--- config.mk ---
export PLATFORM = sky130hd
export DESIGN_NAME = cascade_tmr
export DESIGN_NICKNAME = d
export VERILOG_FILES = /design/src/rtl/cascade_tmr_pkg.sv /design/src/rtl/bt_div_stage.sv /design/src/rtl/bt_src_sel.sv /design/src/rtl/bt_irq_flag.sv /design/src/rtl/cascade_tmr.sv
export SDC_FILE = /design/constraint.sdc
export NUM_CORES = 1
export LEC_CHECK = 0
export CORE_MARGIN = 2
export CORE_UTILIZATION = 46
export DETAILED_ROUTE_END_ITERATION = 8
export PLACE_DENSITY_LB_ADDON = 0.15
export RECOVER_POWER = 50
export SKIP_CTS_REPAIR_TIMING = 1
export SYNTH_ARGS = -nofsm -noshare
export SYNTH_HDL_FRONTEND = slang
export SYNTH_SLANG_ARGS = --single-unit
--- constraint.sdc ---
create_clock -name clk -period 1.45 [get_ports clk]
set_input_delay 0.2175 -clock clk [delete_from_list [all_inputs] [get_ports clk]]
set_output_delay 0.2175 -clock clk [all_outputs]
set_load 0.03 [all_outputs]
--- src/rtl/cascade_tmr_pkg.sv ---
// Shared constants and types for the two-stage interval timer.
package cascade_tmr_pkg;
    localparam int unsigned CNT_W = 8;

    // Second-stage source when the stages are not chained
    typedef enum logic {
        SRC_AUX = 1'b0,
        SRC_SMC = 1'b1
    } src_e;
endpackage

--- src/rtl/bt_div_stage.sv ---
// Strobe-driven binary counter with a selectable power-of-two tap.
// Assumes MIN_LOG2 + 2**SEL_W - 1 <= CNT_W. The hit output is high in a
// cycle where en is high and the low (MIN_LOG2+sel) count bits are all ones,
// i.e. the strobe that completes one period of the selected divide.
module bt_div_stage #(
    parameter int unsigned CNT_W    = 8,
    parameter int unsigned SEL_W    = 2,
    parameter int unsigned MIN_LOG2 = 5
) (
    input  logic             clk,
    input  logic             rst_n,
    input  logic             en,
    input  logic [SEL_W-1:0] sel,
    output logic [CNT_W-1:0] cnt,
    output logic             hit
);
    localparam int unsigned TAPS = 1 << SEL_W;

    logic [TAPS-1:0] taps;

    // Tap k is set when the low MIN_LOG2+k bits are all ones
    for (genvar k = 0; k < TAPS; k++) begin : g_tap
        assign taps[k] = &cnt[MIN_LOG2+k-1:0];
    end

    // Count one step for each enabled strobe
    always_ff @(posedge clk) begin
        if (!rst_n) cnt <= '0;
        else if (en) cnt <= cnt + 1'b1;
    end

    // Flag the strobe that completes the selected period
    always_comb hit = en & taps[sel];
endmodule

--- src/rtl/bt_src_sel.sv ---
// Chooses the event that advances the second stage: the first stage wrap
// when chained, otherwise the auxiliary or sub-main strobe. Hold gates it.
module bt_src_sel
    import cascade_tmr_pkg::*;
(
    input  logic aux_stb,
    input  logic smc_stb,
    input  logic s1_wrap,
    input  src_e src,
    input  logic cascade,
    input  logic hold,
    output logic s2_en
);
    // Select and gate the second-stage advance
    always_comb begin
        if (hold)                s2_en = 1'b0;
        else if (cascade)        s2_en = s1_wrap;
        else if (src == SRC_SMC) s2_en = smc_stb;
        else                     s2_en = aux_stb;
    end
endmodule

--- src/rtl/bt_irq_flag.sv ---
// Sticky interrupt flag. A set event has priority over a clear in the
// same cycle.
module bt_irq_flag (
    input  logic clk,
    input  logic rst_n,
    input  logic set_ev,
    input  logic clr,
    output logic flag
);
    // Hold the flag until cleared; set wins
    always_ff @(posedge clk) begin
        if (!rst_n)      flag <= 1'b0;
        else if (set_ev) flag <= 1'b1;
        else if (clr)    flag <= 1'b0;
    end
endmodule

--- src/rtl/cascade_tmr.sv ---
// Two-stage interval timer. Stage one divides the auxiliary strobe and
// drives a refresh enable at 32..256 strobes per pulse. Stage two counts a
// selected strobe or stage one's wrap, and sets a sticky flag every
// 2..256 events. Hold stops stage two, and stage one too when chained.
// All inputs are assumed synchronous to clk.
module cascade_tmr
    import cascade_tmr_pkg::*;
#(
    parameter int unsigned TMR_W         = CNT_W,
    parameter int unsigned RATE_W        = 2,
    parameter int unsigned IVAL_W        = 3,
    parameter int unsigned RATE_MIN_LOG2 = 5,
    parameter int unsigned IVAL_MIN_LOG2 = 1
) (
    input  logic              clk,
    input  logic              rst_n,
    input  logic              aux_stb,
    input  logic              smc_stb,
    input  logic              src_sel,
    input  logic              cascade,
    input  logic              hold,
    input  logic [RATE_W-1:0] rate_sel,
    input  logic [IVAL_W-1:0] ival_sel,
    input  logic              flag_clr,
    output logic              refresh_stb,
    output logic              irq_flag
);
    logic             s1_en;
    logic [TMR_W-1:0] s1_cnt;
    logic             s1_hit;
    logic             s1_wrap;
    logic             s2_en;
    logic [TMR_W-1:0] s2_cnt;
    logic             s2_hit;

    // Stage one runs unless frozen by hold while chained
    always_comb s1_en = aux_stb & ~(hold & cascade);

    // Stage one full-period wrap feeds the chained second stage
    always_comb s1_wrap = s1_en & (&s1_cnt);

    bt_div_stage #(
        .CNT_W   (TMR_W),
        .SEL_W   (RATE_W),
        .MIN_LOG2(RATE_MIN_LOG2)
    ) u_stage1 (
        .clk  (clk),
        .rst_n(rst_n),
        .en   (s1_en),
        .sel  (rate_sel),
        .cnt  (s1_cnt),
        .hit  (s1_hit)
    );

    // Register the refresh enable as a one-cycle pulse
    always_ff @(posedge clk) begin
        if (!rst_n) refresh_stb <= 1'b0;
        else        refresh_stb <= s1_hit;
    end

    bt_src_sel u_src (
        .aux_stb(aux_stb),
        .smc_stb(smc_stb),
        .s1_wrap(s1_wrap),
        .src    (src_e'(src_sel)),
        .cascade(cascade),
        .hold   (hold),
        .s2_en  (s2_en)
    );

    bt_div_stage #(
        .CNT_W   (TMR_W),
        .SEL_W   (IVAL_W),
        .MIN_LOG2(IVAL_MIN_LOG2)
    ) u_stage2 (
        .clk  (clk),
        .rst_n(rst_n),
        .en   (s2_en),
        .sel  (ival_sel),
        .cnt  (s2_cnt),
        .hit  (s2_hit)
    );

    bt_irq_flag u_flag (
        .clk   (clk),
        .rst_n (rst_n),
        .set_ev(s2_hit),
        .clr   (flag_clr),
        .flag  (irq_flag)
    );
endmodule

; After elaboration in Yosys (flattened, before gate mapping)
; Cells that the tools add are included.
[word_totals]
reg_bits = 18
input_bits = 13
out_inout_bits = 2
[op_classes]
addsub = 2
order_cmp = 2
muxes = 9
n_bitwise = 6
reduce_logical = 12
[ops]
columns = cell, n
row1 = adder 8 x 1 -> 8 bit (second input constant), 2
row2 = AND reduction 8 bit, 2
row3 = AND reduction 7 bit, 2
row4 = AND reduction 6 bit, 2
row5 = AND reduction 5 bit, 2
row6 = 2-to-1 mux 1 bit, 7
row7 = AND 1 bit, 5
row8 = < comparator 3 x 4 -> 1 bit (second input constant), 1
row9 = AND reduction 4 bit, 1
row10 = binary-select mux 1 bit (select 3 bit), 1
row11 = < comparator 2 x 3 -> 1 bit (second input constant), 1
row12 = AND reduction 3 bit, 1
row13 = binary-select mux 1 bit (select 2 bit), 1
row14 = AND reduction 2 bit, 1
row15 = nonzero test 2 bit, 1
row16 = NOT 1 bit, 1

; Depth between registers and ports, before layout
; Gate-level depths: netlist of run 1.
[depth]
ltp_word = 8
depth_mapped = 6

; Modules after synthesis
; Synthesis of run 1 repeated with hierarchy kept, for this count alone.
[hier_totals]
hier_cells = 106
area_unflattened_um2 = 991.0
[by_module_without_submodules]
columns = module, n_inst, cells_each, area_each_um2, seq_area_each_um2
row1 = bt_div_stage at u_stage2, 1, 48, 451.7, 160.2
row2 = bt_div_stage at u_stage1, 1, 45, 404.1, 160.2
row3 = cascade_tmr, 1, 6, 61.3, 20.0
row4 = bt_irq_flag, 1, 3, 41.3, 20.0
row5 = bt_src_sel, 1, 4, 32.5, 0.0

; Worst setup path after synthesis of run 1
; OpenSTA, ideal clock, no wires.
[synth_timing]
path_kind = register to register
startpoint = register u_stage1.cnt[0]
endpoint = register u_stage2.cnt[6]
arrival_time_ps = 1506
t_required_ps = 1379
path_slack_ps = -127
path_stages_with_launch = 7
path_buffers = 0
path_cell_list = dfxtp_1 > ha_1 > and3_4 > nand3_2 > o32a_2 > or3_1 > a21oi_1
[synth_between]
elab_chain_len = 4
[synth_rtl]
columns = element, line
row1 = "start, declared", bt_div_stage.sv:14  ; output logic [CNT_W-1:0] cnt,
row2 = "start signal, assigned", bt_div_stage.sv:29  ; else if (en) cnt <= cnt + 1'b1;
row3 = AND reduction 8 bit, cascade_tmr.sv:40  ; always_comb s1_wrap = s1_en & (&s1_cnt);
row4 = AND 1 bit, cascade_tmr.sv:40
row5 = 2-to-1 mux 1 bit, bt_src_sel.sv:17  ; else if (cascade) s2_en = s1_wrap;
row6 = 2-to-1 mux 1 bit, bt_src_sel.sv:16  ; if (hold) s2_en = 1'b0;
row7 = "end signal, assigned", bt_div_stage.sv:29
row8 = "end, declared", bt_div_stage.sv:14
; No other way between the ends.
; A chain may end at the register's enable or synchronous reset.

; Final worst setup path of run 1
[layout_timing]
startpoint = input port aux_stb
endpoint = register u_stage2.cnt[7]
[layout_between]
elab_chain_len = 4
[layout_rtl]
columns = element, line
row1 = "start, declared", cascade_tmr.sv:17  ; input logic aux_stb,
row2 = AND 1 bit, cascade_tmr.sv:37  ; always_comb s1_en = aux_stb & ~(hold & cascade);
row3 = AND 1 bit, cascade_tmr.sv:40
row4 = 2-to-1 mux 1 bit *, bt_src_sel.sv:17
row5 = 2-to-1 mux 1 bit *, bt_src_sel.sv:16
; Mark *: on every way between the ends. The rest lies on a longest branch, timed or not.

==> results of run 1 <==
[worst min-delay path, stage by stage, from the launching register on]
cell     delay, ns
dfxtp_1       0.35
nand2_1       0.06
a21oi_1       0.05
[cells by family after synthesis]
| kind of cell | synth area share (%) |
|---|---|
| xor gates and xnor gates | 5.72 |
| adders and majority gates | 6.81 |
| AOI/OAI and AO/OA | 16.5 |
| buffers and inverters | 1.63 |
| DFF | 39.2 |
| and+or+nand+nor | 25.7 |
| muxes | 4.36 |
[layout by cell type (no fill, tap or decap), drive strengths merged, types with 2 or more instances in the layout]
master	n
clkdlybuf4s50	11
clkbuf	7
nand2	13
xor2	3
nor2	11
nand4	5
mux2i	4
nor3	2
inv	3
nor2b	2
ha	5
and3	3
nand3	2
dfxtp	18
xnor2	3
or3	4
buf	17
a21oi	11
o21ai	7
[per-layer routing]
metal | part of all wire [%] | vias up
met4 | 0.98 | 0
met3 | 3.9 | 4
li1 | - | 462
met2 | 46 | 18
met5 | 0 | -
met1 | 49 | 424
[sequential cells by signal (all words and copies together), names as in the netlist]
name / count
u_stage1.cnt: 8
u_stage2.cnt: 8
refresh_stb: 1
u_flag.flag: 1
[report_power, final]
group | total [mW] | switching [mW] | internal (mW)
clock | 0.318 | 0.165 | 0.153
sequential | 0.513 | 0.00813 | 0.505
combinational | 0.143 | 0.0630 | 0.0799
total | 0.974 | 0.236 | 0.738
[final timing paths]
check | startpoint | end | cells past startpoint
max | aux_stb | u_stage2.cnt[7] | 6
min | u_stage2.cnt[4] | u_stage2.cnt[4] | 2
max reg2reg | u_stage1.cnt[1] | u_stage2.cnt[7] | 6
min reg2reg | u_stage2.cnt[4] | u_stage2.cnt[4] | 2
[layout make-up]
cell class	instances	share of cell area (%)
flip-flops and latches	18	27.7
well taps	27	2.56
multi-input cells	85	46.3
repair buffers	32	19.9
inverters	3	0.852
clock buffers	4	2.75
[metrics by stage]
stage	cell area [um^2]	instances	setup TNS, ns
finish	1320	169	-0.369
global route	1320	169	-1.36
CTS	1290	168	-0.487
detailed placement	1250	164	-3.57
global placement	1250	164	-2.80
floorplan	955	107	-0.0385
==> flow_summary.yaml, run 1 <==
critical_path:
  worst_ep_required_time_ns: 1.69
  crit_arrival_ns: 1.81
  cpPeakStageDelay_ns: 0.50
  crit_path_max_fanout: 7
  cp-start-kind: "input pin"
  criticalPathCategory: "input pin to flop"
  crit_slowest_cell: "clkdlybuf4s50_1"
  endpoint_kind: "flop"
  cp_cell_sequence: "clkdlybuf4s50_1 > nor2b_1 > nand4_1 > o32a_4 > or3_1 > a21oi_2"
  crit_family: "simple AND/OR/NAND/NOR gates"
  reg2reg_setup_slack_ns: -0.10
  worstPathBufferInverterCount: 1
final_layout:
  nNetsFinal: 161
  diodes: 0
  finalCoreUtilization_pct: 68.8
  regArea_um2: 365
  drive_gt1_share_pct: 26.1
  multi_input_area_um2: 612
  syn_to_final_growth_pct: 43.9
  fillers: 173
timing:
  setup_violations: 7
  final.setup.worst_slack_ns: -0.116
  hold_viol: 0
  timing.hold.ws_ns: 0.491
  rsz0062_at_grt: "yes"
  timing.max_slew.rel_slack_pct: 74.4
  clock_skew_ns: 0.00133
  drv_slew: 0
  max_freq_mhz: 639
  post-route-min-period_ns: 1.57
  period_share_pct: 108
  worstMarginPinSlew_ns: 0.385
synthesis:
  syn_area_um2: 918
  synth_edf_count: 0
  ys_warn_count: 0
  synth_flop_cell: "dfxtp_1"
  syn_inst: 107
  ys_top_cells_by_count: "dfxtp_1 (18), nand2_1 (13), a21oi_1 (11), nor2_1 (11), o21ai_0 (7)"
  synth_seq_cells: 18
  ys_seq_area_share_pct: 39.2
  ys_types: 29
  synth_top_area_share_pct: 39.2
  synth_top_cells_by_area: "dfxtp_1 (39%), ha_1 (6.8%), a21oi_1 (6.0%)"
  ys_async_sr_fraction_pct: 0
  yosysTopAreaCell: "dfxtp_1"
  avgSynthCellArea_um2: 8.58
  synth_fp_nets: 125
  synth_most_common_cell: "dfxtp_1"
routing:
  drc_errors: 0
  drt_iter0_drc: 9
  avgViaCountPerCell: 5.37
  dr.pass1.iters: 4
  antenna_left: 0
  dr_total_vias: 908
  wirelength_um: 2240
  detail_route.wl_per_cell_um: 13.2
place:
  gp_congestion: 0.778
  place_ws_ns: -0.378
  numPortBuffers: 14
  dp_hpwl_um: 1660
die:
  ioPinCount: 15
  start_util_pct: 47.8
  die_h_um: 48.7
  num_rows: 16
  die_area_um2: 2370
  core_area_um2: 1920
  die_x_um: 48.7
power:
  power-per-cell-area_nw_per_um2: 737
  total_power_uw: 974
  power.leakage_nw: 0.518
  ir_drop_mv: 0.600
clock_tree:
  tritoncts: "built"
  cts_max_level: 1
  cts_buffer_depth: 2
  clk_root_buffer_cell: "clkbuf_4"
  clkTransAtPathRegs_ns: 0.11
  clock_sinks: 18
  insertion_delay_ns: 0.30
  numCtsBuffers: 3
hold_path:
  hold_class: "flop to flop"
global_routing:
  grt_antenna_before_repair: 0
  met3_usage_pct: 4.01
  grt_pass1_wl_um: 3800
  grt_pass1_vias: 893
  gr-total-overflow: 0
  gr-usage-all-layers_pct: 19.9
  grt-busiest-layer: "met2"
  gr-usage-met2_pct: 32.6
  grt_max_degree: 11
  grt_util_met1_pct: 25.9
run_status:
  status: "complete, but fails checks"
  violations: "setup timing"
job:
  cap_viol_max_count: 0
No activity file was read; power rests on OpenSTA's default activity.
==> run 2: changes to the inputs <==
--- a/config.mk
+++ b/config.mk
@@ -5,8 +5,9 @@
 export SDC_FILE = /design/constraint.sdc
 export NUM_CORES = 1
 export LEC_CHECK = 0
+export ABC_AREA = 1
 export CORE_MARGIN = 2
-export CORE_UTILIZATION = 46
+export CORE_UTILIZATION = 50
 export DETAILED_ROUTE_END_ITERATION = 8
 export PLACE_DENSITY_LB_ADDON = 0.15
 export RECOVER_POWER = 50
==> constraint.sdc (replaced) <==
create_clock -name clk -period 1.52 [get_ports clk]
set_input_delay 0.228 -clock clk [delete_from_list [all_inputs] [get_ports clk]]
set_output_delay 0.228 -clock clk [all_outputs]
set_load 0.03 [all_outputs]
==> run 2 against run 1 <==
Against the previous run: the run now ends clean; sequential power fell by 1%; die area rose by 0.82%; routed wire length rose by 0.36%; global-route usage fell by 1.4 points; largest cell class unchanged; clock skew rose by 0.0073 ns; sequential share of layout area rose by 0.64 points; first-iteration DRC count rose by 120%; hold slack got worse by 0.018 ns; combinational power fell by 6%; synthesized cell count rose by 39%.
==> flow_summary.yaml, run 2 <==
synthesis:
  ys_warn_count: 0
  synth_most_common_cell: "nand2_1"
  syn_area_um2: 1010
  yosysTopAreaCell: "dfxtp_1"
  synth_top_cells_by_area: "dfxtp_1 (36%), nand2_1 (11%), nor2_1 (9.3%)"
  avgSynthCellArea_um2: 6.76
  ys_top_cells_by_count: "nand2_1 (30), nor2_1 (25), inv_1 (20)"
  synth_flop_cell: "dfxtp_1"
  synth_fp_nets: 167
  ys_types: 22
  synth_seq_cells: 18
  ys_async_sr_fraction_pct: 0
  syn_inst: 149
  synth_edf_count: 0
  synth_top_area_share_pct: 35.8
  ys_seq_area_share_pct: 35.8
place:
  numPortBuffers: 14
  dp_hpwl_um: 1630
  place_ws_ns: -0.119
  dp_cells: 195
  gp_congestion: 0.841
routing:
  wirelength_um: 2250
  detail_route.wl_per_cell_um: 11.3
  avgViaCountPerCell: 5.07
  drc_errors: 0
  drt_iter0_drc: 20
  dr.pass1.iters: 4
  dr_total_vias: 1008
  antenna_left: 0
timing:
  clock_skew_ns: 0.00865
  period_share_pct: 96.5
  hold_viol: 0
  max_freq_mhz: 682
  post-route-min-period_ns: 1.47
  fin_setup_tns_ns: 0
  final.setup.worst_slack_ns: 0.0529
  drv_slew: 0
  setup_violations: 0
  rsz0062_at_grt: "yes"
  worstMarginPinSlew_ns: 0.370
  timing.max_slew.rel_slack_pct: 75.4
hold_path:
  hold_depth: 2
  hold_class: "flop to flop"
  min-delay-start: "u_flag.flag"
  min_to: "u_flag.flag"
global_routing:
  grt_antenna_before_repair: 0
  grt_pass1_wl_um: 3510
  gr-usage-all-layers_pct: 18.6
  gr-total-overflow: 0
  grt_max_degree: 11
  grt_pass1_vias: 888
critical_path:
  cpPeakStageDelay_ns: 0.38
  r2r_end: "u_flag.flag"
  worst_ep_required_time_ns: 1.76
  crit_slowest_cell: "dfxtp_2"
  cp-start-kind: "flop"
  criticalPathCategory: "flop to flop"
  rr_startpoint: "u_stage1.cnt[0]"
  worstPathBufferInverterCount: 0
  cp_cell_sequence: "ha_4 > nand3_2 > nor2_4 > nand2_2 > a21oi_4 > nand3_1 > a21oi_1"
  crit_path_max_fanout: 7
  endpoint_kind: "flop"
  reg2reg_setup_slack_ns: 0.05
  crit_arrival_ns: 1.71
  crit_family: "simple AND/OR/NAND/NOR gates"
  r2r_cells: 7
die:
  die_area_um2: 2390
  num_rows: 16
  die_x_um: 48.9
  ioPinCount: 15
  core_area_um2: 1920
  die_h_um: 48.9
  start_util_pct: 52.4
run_status:
  status: "finished, final reports clean"
final_layout:
  nNetsFinal: 191
  drive_gt1_share_pct: 15.1
  reg_top3: "u_stage1.cnt: 8 flops, u_stage2.cnt: 8 flops"
  final_cell_mix: "nand2_1 (31), nor2_1 (26), inv_1 (20), dfxtp_1 (14)"
  diodes: 0
  mostFrequentLayoutCell: "nand2_1"
  fillers: 164
  syn_to_final_growth_pct: 28.2
  fin_cells: 199
power:
  power-per-cell-area_nw_per_um2: 730
  power.leakage_nw: 0.539
  power.internal_uw: 700
  swShare_pct: 25.8
  clkPwrFrac_pct: 32.1
  switchingPower_uw: 243
  power_frac_comb_pct: 14.3
  seqPwrFrac_pct: 53.7
  ir_drop_mv: 0.562
clock_tree:
  clock_sinks: 18
  insertion_delay_ns: 0.30
  tritoncts: "built"
  cts_max_level: 1
  numCtsBuffers: 3
  cts_buffer_depth: 2
  clkTransAtPathRegs_ns: 0.11
  clk_root_buffer_cell: "clkbuf_4"
job:
  cap_viol_max_count: 0
## run 2: cell count changes in the layout (fill, tap and decap cells not counted), sizes merged, moves of 3 or more
cell and change:
inv +17, and3 -3, mux2i -4, o21ai +6, or3 -4, xnor2 -3
buf -13, nand2 +21, nand3 +8, nand4 -3, nor2 +16
## run 2: worst reg2reg max path, cell delays in order, from the launching register on
cell	delay, ns
dfxtp_2	0.38
ha_4	0.16
nand3_2	0.11
nor2_4	0.14
nand2_2	0.09
a21oi_4	0.27
nand3_1	0.13
a21oi_1	0.13
## run 2: per-layer routing
metal / share of wire (%) / vias up / track usage, % / wire length (um)
met4: 0.94 / 0 / 5.71 / 21
met1: 45 / 459 / 23.3 / 1020
met3: 2.7 / 4 / 2.76 / 61
met2: 51 / 19 / 32.6 / 1140
li1: - / 526 / - / -
met5: 0 / - / 0 / 0
## run 2: cells by family after synthesis
group,synth area share [%]
DFF,35.8
xor gates and xnor gates,0.870
adders and majority gates,6.21
buffers and inverters,8.57
AOI/OAI and AO/OA,16.0
and+or+nand+nor,32.5
## run 2: power groups by stage
stage	sequential (mW)	clock [mW]	combinational [mW]
detailed placement	0.510	0	0.133
floorplan	0.510	0	0.0660
global placement	0.509	0	0.128
global route	0.508	0.325	0.150
CTS	0.500	0.304	0.134
finish	0.506	0.302	0.134
## run 2: final cells by class
class	count	area, um^2	area share (%)
well taps	27	33.8	2.62
multi-input cells	109	594	46.0
flip-flops and latches	18	365	28.3
repair buffers	20	181	14.1
clock buffers	4	36.3	2.81
inverters	21	80.1	6.20
## run 2: stage by stage
stage          hold WS [ns]  area [um^2]  power, mW  util, %
3_3_place_gp          0.450         1230      0.637     64.2
3_5_place_dp          0.452         1230      0.644     64.2
6_report              0.473         1290      0.943     67.2
4_1_cts               0.468         1270      0.937     66.1
2_1_floorplan         0.332         1010      0.576        -
5_1_grt               0.508         1290      0.984     67.2
## run 2: worst max-delay path by stage
| stage | from | end | slack [ns] | cells after the start |
|---|---|---|---|---|
| 2_1_floorplan | u_stage2.cnt[0] | u_flag.flag | 0.06 | 9 |
| 3_3_place_gp | cascade | u_flag.flag | -0.08 | 8 |
| 3_5_place_dp | cascade | u_flag.flag | -0.12 | 8 |
| 4_1_cts | u_stage2.cnt[0] | u_flag.flag | -0.03 | 9 |
| 5_1_grt | u_stage2.cnt[1] | u_flag.flag | -0.005 | 9 |
| 6_report | u_stage1.cnt[0] | u_flag.flag | 0.05 | 7 |
==> run 3: changes to the inputs <==
--- a/config.mk
+++ b/config.mk
@@ -6,9 +6,10 @@
 export NUM_CORES = 1
 export LEC_CHECK = 0
 export ABC_AREA = 1
-export CORE_MARGIN = 2
+export CORE_MARGIN = 3
 export CORE_UTILIZATION = 50
 export DETAILED_ROUTE_END_ITERATION = 8
+export GPL_ROUTABILITY_DRIVEN = 0
 export PLACE_DENSITY_LB_ADDON = 0.15
 export RECOVER_POWER = 50
 export SKIP_CTS_REPAIR_TIMING = 1
==> run 3 against run 2 <==
Against the previous run: count of clock-buffer cells in the layout unchanged; total power decreased by 0.10%; final cell count decreased by 1.0%; non-clock buffer count unchanged; hold slack improved by 0.0024 ns; sequential share of layout area increased by 0.17 points; sequential cell count unchanged; sequential power about the same; first-iteration DRC count decreased by 15%; register-to-register slack improved by 0.04 ns; via count decreased by 0.79%; critical endpoint unchanged.
==> flow_summary.yaml, run 3 (synthesized netlist as in run 2, its figures left out) <==
run_status:
  status: "finished, final reports clean"
timing:
  setup_violations: 0
  drv_slew: 0
  period_share_pct: 93.9
  post-route-min-period_ns: 1.43
  worstMarginPinSlew_ns: 0.378
  timing.hold.ws_ns: 0.475
  final.setup.worst_slack_ns: 0.0929
  max_freq_mhz: 701
  clock_skew_ns: 0.00360
  rsz0062_at_grt: "no"
  timing.max_slew.rel_slack_pct: 74.8
  hold_viol: 0
  fin_setup_tns_ns: 0
final_layout:
  syn_to_final_growth_pct: 27.5
  nNetsFinal: 191
  diodes: 0
  multi_input_area_um2: 588
  drive_gt1_share_pct: 14.5
  regArea_um2: 365
  fillers: 174
  reg_top3: "u_stage1.cnt: 8 flops, u_stage2.cnt: 8 flops"
  final_cell_mix: "nand2_1 (31), nor2_1 (26), inv_1 (20), dfxtp_1 (14)"
  mostFrequentLayoutCell: "nand2_1"
power:
  power-per-cell-area_nw_per_um2: 734
  ir_drop_mv: 0.614
  power.leakage_nw: 0.543
die:
  die_h_um: 50.9
  core_area_um2: 1820
  die_x_um: 50.9
  ioPinCount: 15
  die_area_um2: 2590
  num_rows: 15
  start_util_pct: 55.3
critical_path:
  cp_cell_sequence: "ha_2 > nand3_2 > inv_1 > ha_1 > or2_2 > nand3_1 > nand2_1 > nand3_1 > a21oi_1"
  crit_arrival_ns: 1.63
  crit_slowest_cell: "dfxtp_2"
  criticalPathCategory: "flop to flop"
  worstPathBufferInverterCount: 1
  cp-start-kind: "flop"
  endpoint_kind: "flop"
  crit_family: "simple AND/OR/NAND/NOR gates"
  cp_common_cell: "nand3_1"
  cpPeakStageDelay_ns: 0.35
  worst_ep_required_time_ns: 1.73
  crit_path_max_fanout: 3
routing:
  avgViaCountPerCell: 5.08
  dr_total_vias: 1000
  antenna_left: 0
  detail_route.wl_per_cell_um: 10.7
  drt_iter0_drc: 17
  dr.pass1.iters: 4
  drc_errors: 0
  wirelength_um: 2110
global_routing:
  gr-usage-all-layers_pct: 17.9
  grt_pass1_vias: 879
  grt_max_degree: 13
  gr-total-overflow: 0
  grt_pass1_wl_um: 3500
  grt_antenna_before_repair: 0
clock_tree:
  tritoncts: "built"
  cts_buffer_depth: 2
  clk_root_buffer_cell: "clkbuf_4"
  clock_sinks: 18
  cts_max_level: 1
  insertion_delay_ns: 0.30
  numCtsBuffers: 3
  clkTransAtPathRegs_ns: 0.11
place:
  dp_hpwl_um: 1650
  numPortBuffers: 14
  place_ws_ns: -0.0831
job:
  cap_viol_max_count: 0
hold_path:
  hold_class: "flop to flop"
## run 3: changes by cell type in the layout (fill, tap and decap cells not counted)
cell	delta
ha_2	+1
o21ai_0	-1
nand3_2	-1
inv_4	+1
ha_4	-1
clkinvlp_2	-1
a21oi_1	+1
nand3_4	+1
o21ai_1	+1
a21oi_2	-1
## run 3: cell type report
| type | count | share of cell area [%] |
|---|---|---|
| multi-input cells | 109 | 45.8 |
| flip-flops and latches | 18 | 28.5 |
| repair buffers | 20 | 14.1 |
| inverters | 21 | 6.34 |
| clock buffers | 4 | 2.83 |
| well taps | 25 | 2.44 |
## run 3: path summary, 6_finish.rpt
| kind | from | endpoint | slack, ns | depth (start not counted) |
|---|---|---|---|---|
| setup reg to reg | u_stage2.cnt[0] | u_flag.flag | 0.09 | 9 |
| hold / removal | u_flag.flag | u_flag.flag | 0.48 | 2 |
| hold reg to reg | u_flag.flag | u_flag.flag | 0.48 | 2 |
| setup / recovery | u_stage2.cnt[0] | u_flag.flag | 0.09 | 9 |
## run 3: where the power goes
group	total, mW	leakage (nW)	internal [mW]	switching [mW]
clock network	0.306	0.0210	0.146	0.160
registers	0.505	0.148	0.488	0.0170
logic	0.130	0.375	0.0653	0.0651
total	0.942	0.543	0.699	0.242
## run 3: through the flow
| stage | instance area, um^2 | cells | util [%] | power, mW |
|---|---|---|---|---|
| 5_1_grt | 1280 | 197 | 70.5 | 0.979 |
| 3_5_place_dp | 1230 | 193 | 67.6 | 0.642 |
| 6_report | 1280 | 197 | 70.5 | 0.942 |
| 2_1_floorplan | 1010 | 149 | - | 0.576 |
| 3_3_place_gp | 1230 | 193 | 67.6 | 0.638 |
| 4_1_cts | 1270 | 197 | 69.6 | 0.944 |
## run 3: worst reg2reg max path: cells and delay by family, from the launching register on
family | cells | cell delay, ns
AND/OR/NAND/NOR | 5 | 0.54
flip-flops | 1 | 0.35
adder cells (fa/ha/maj) | 2 | 0.35
AO/OA/AOI/OAI | 1 | 0.06
buffers and inverters | 1 | 0.04
## run 3: routing by layer
layer	up-vias	track usage [%]	routed length, um
met5	-	0	0
met4	0	10.3	51
met3	7	2.92	65
met2	15	28.7	976
met1	449	22.5	1020
li1	529	-	-
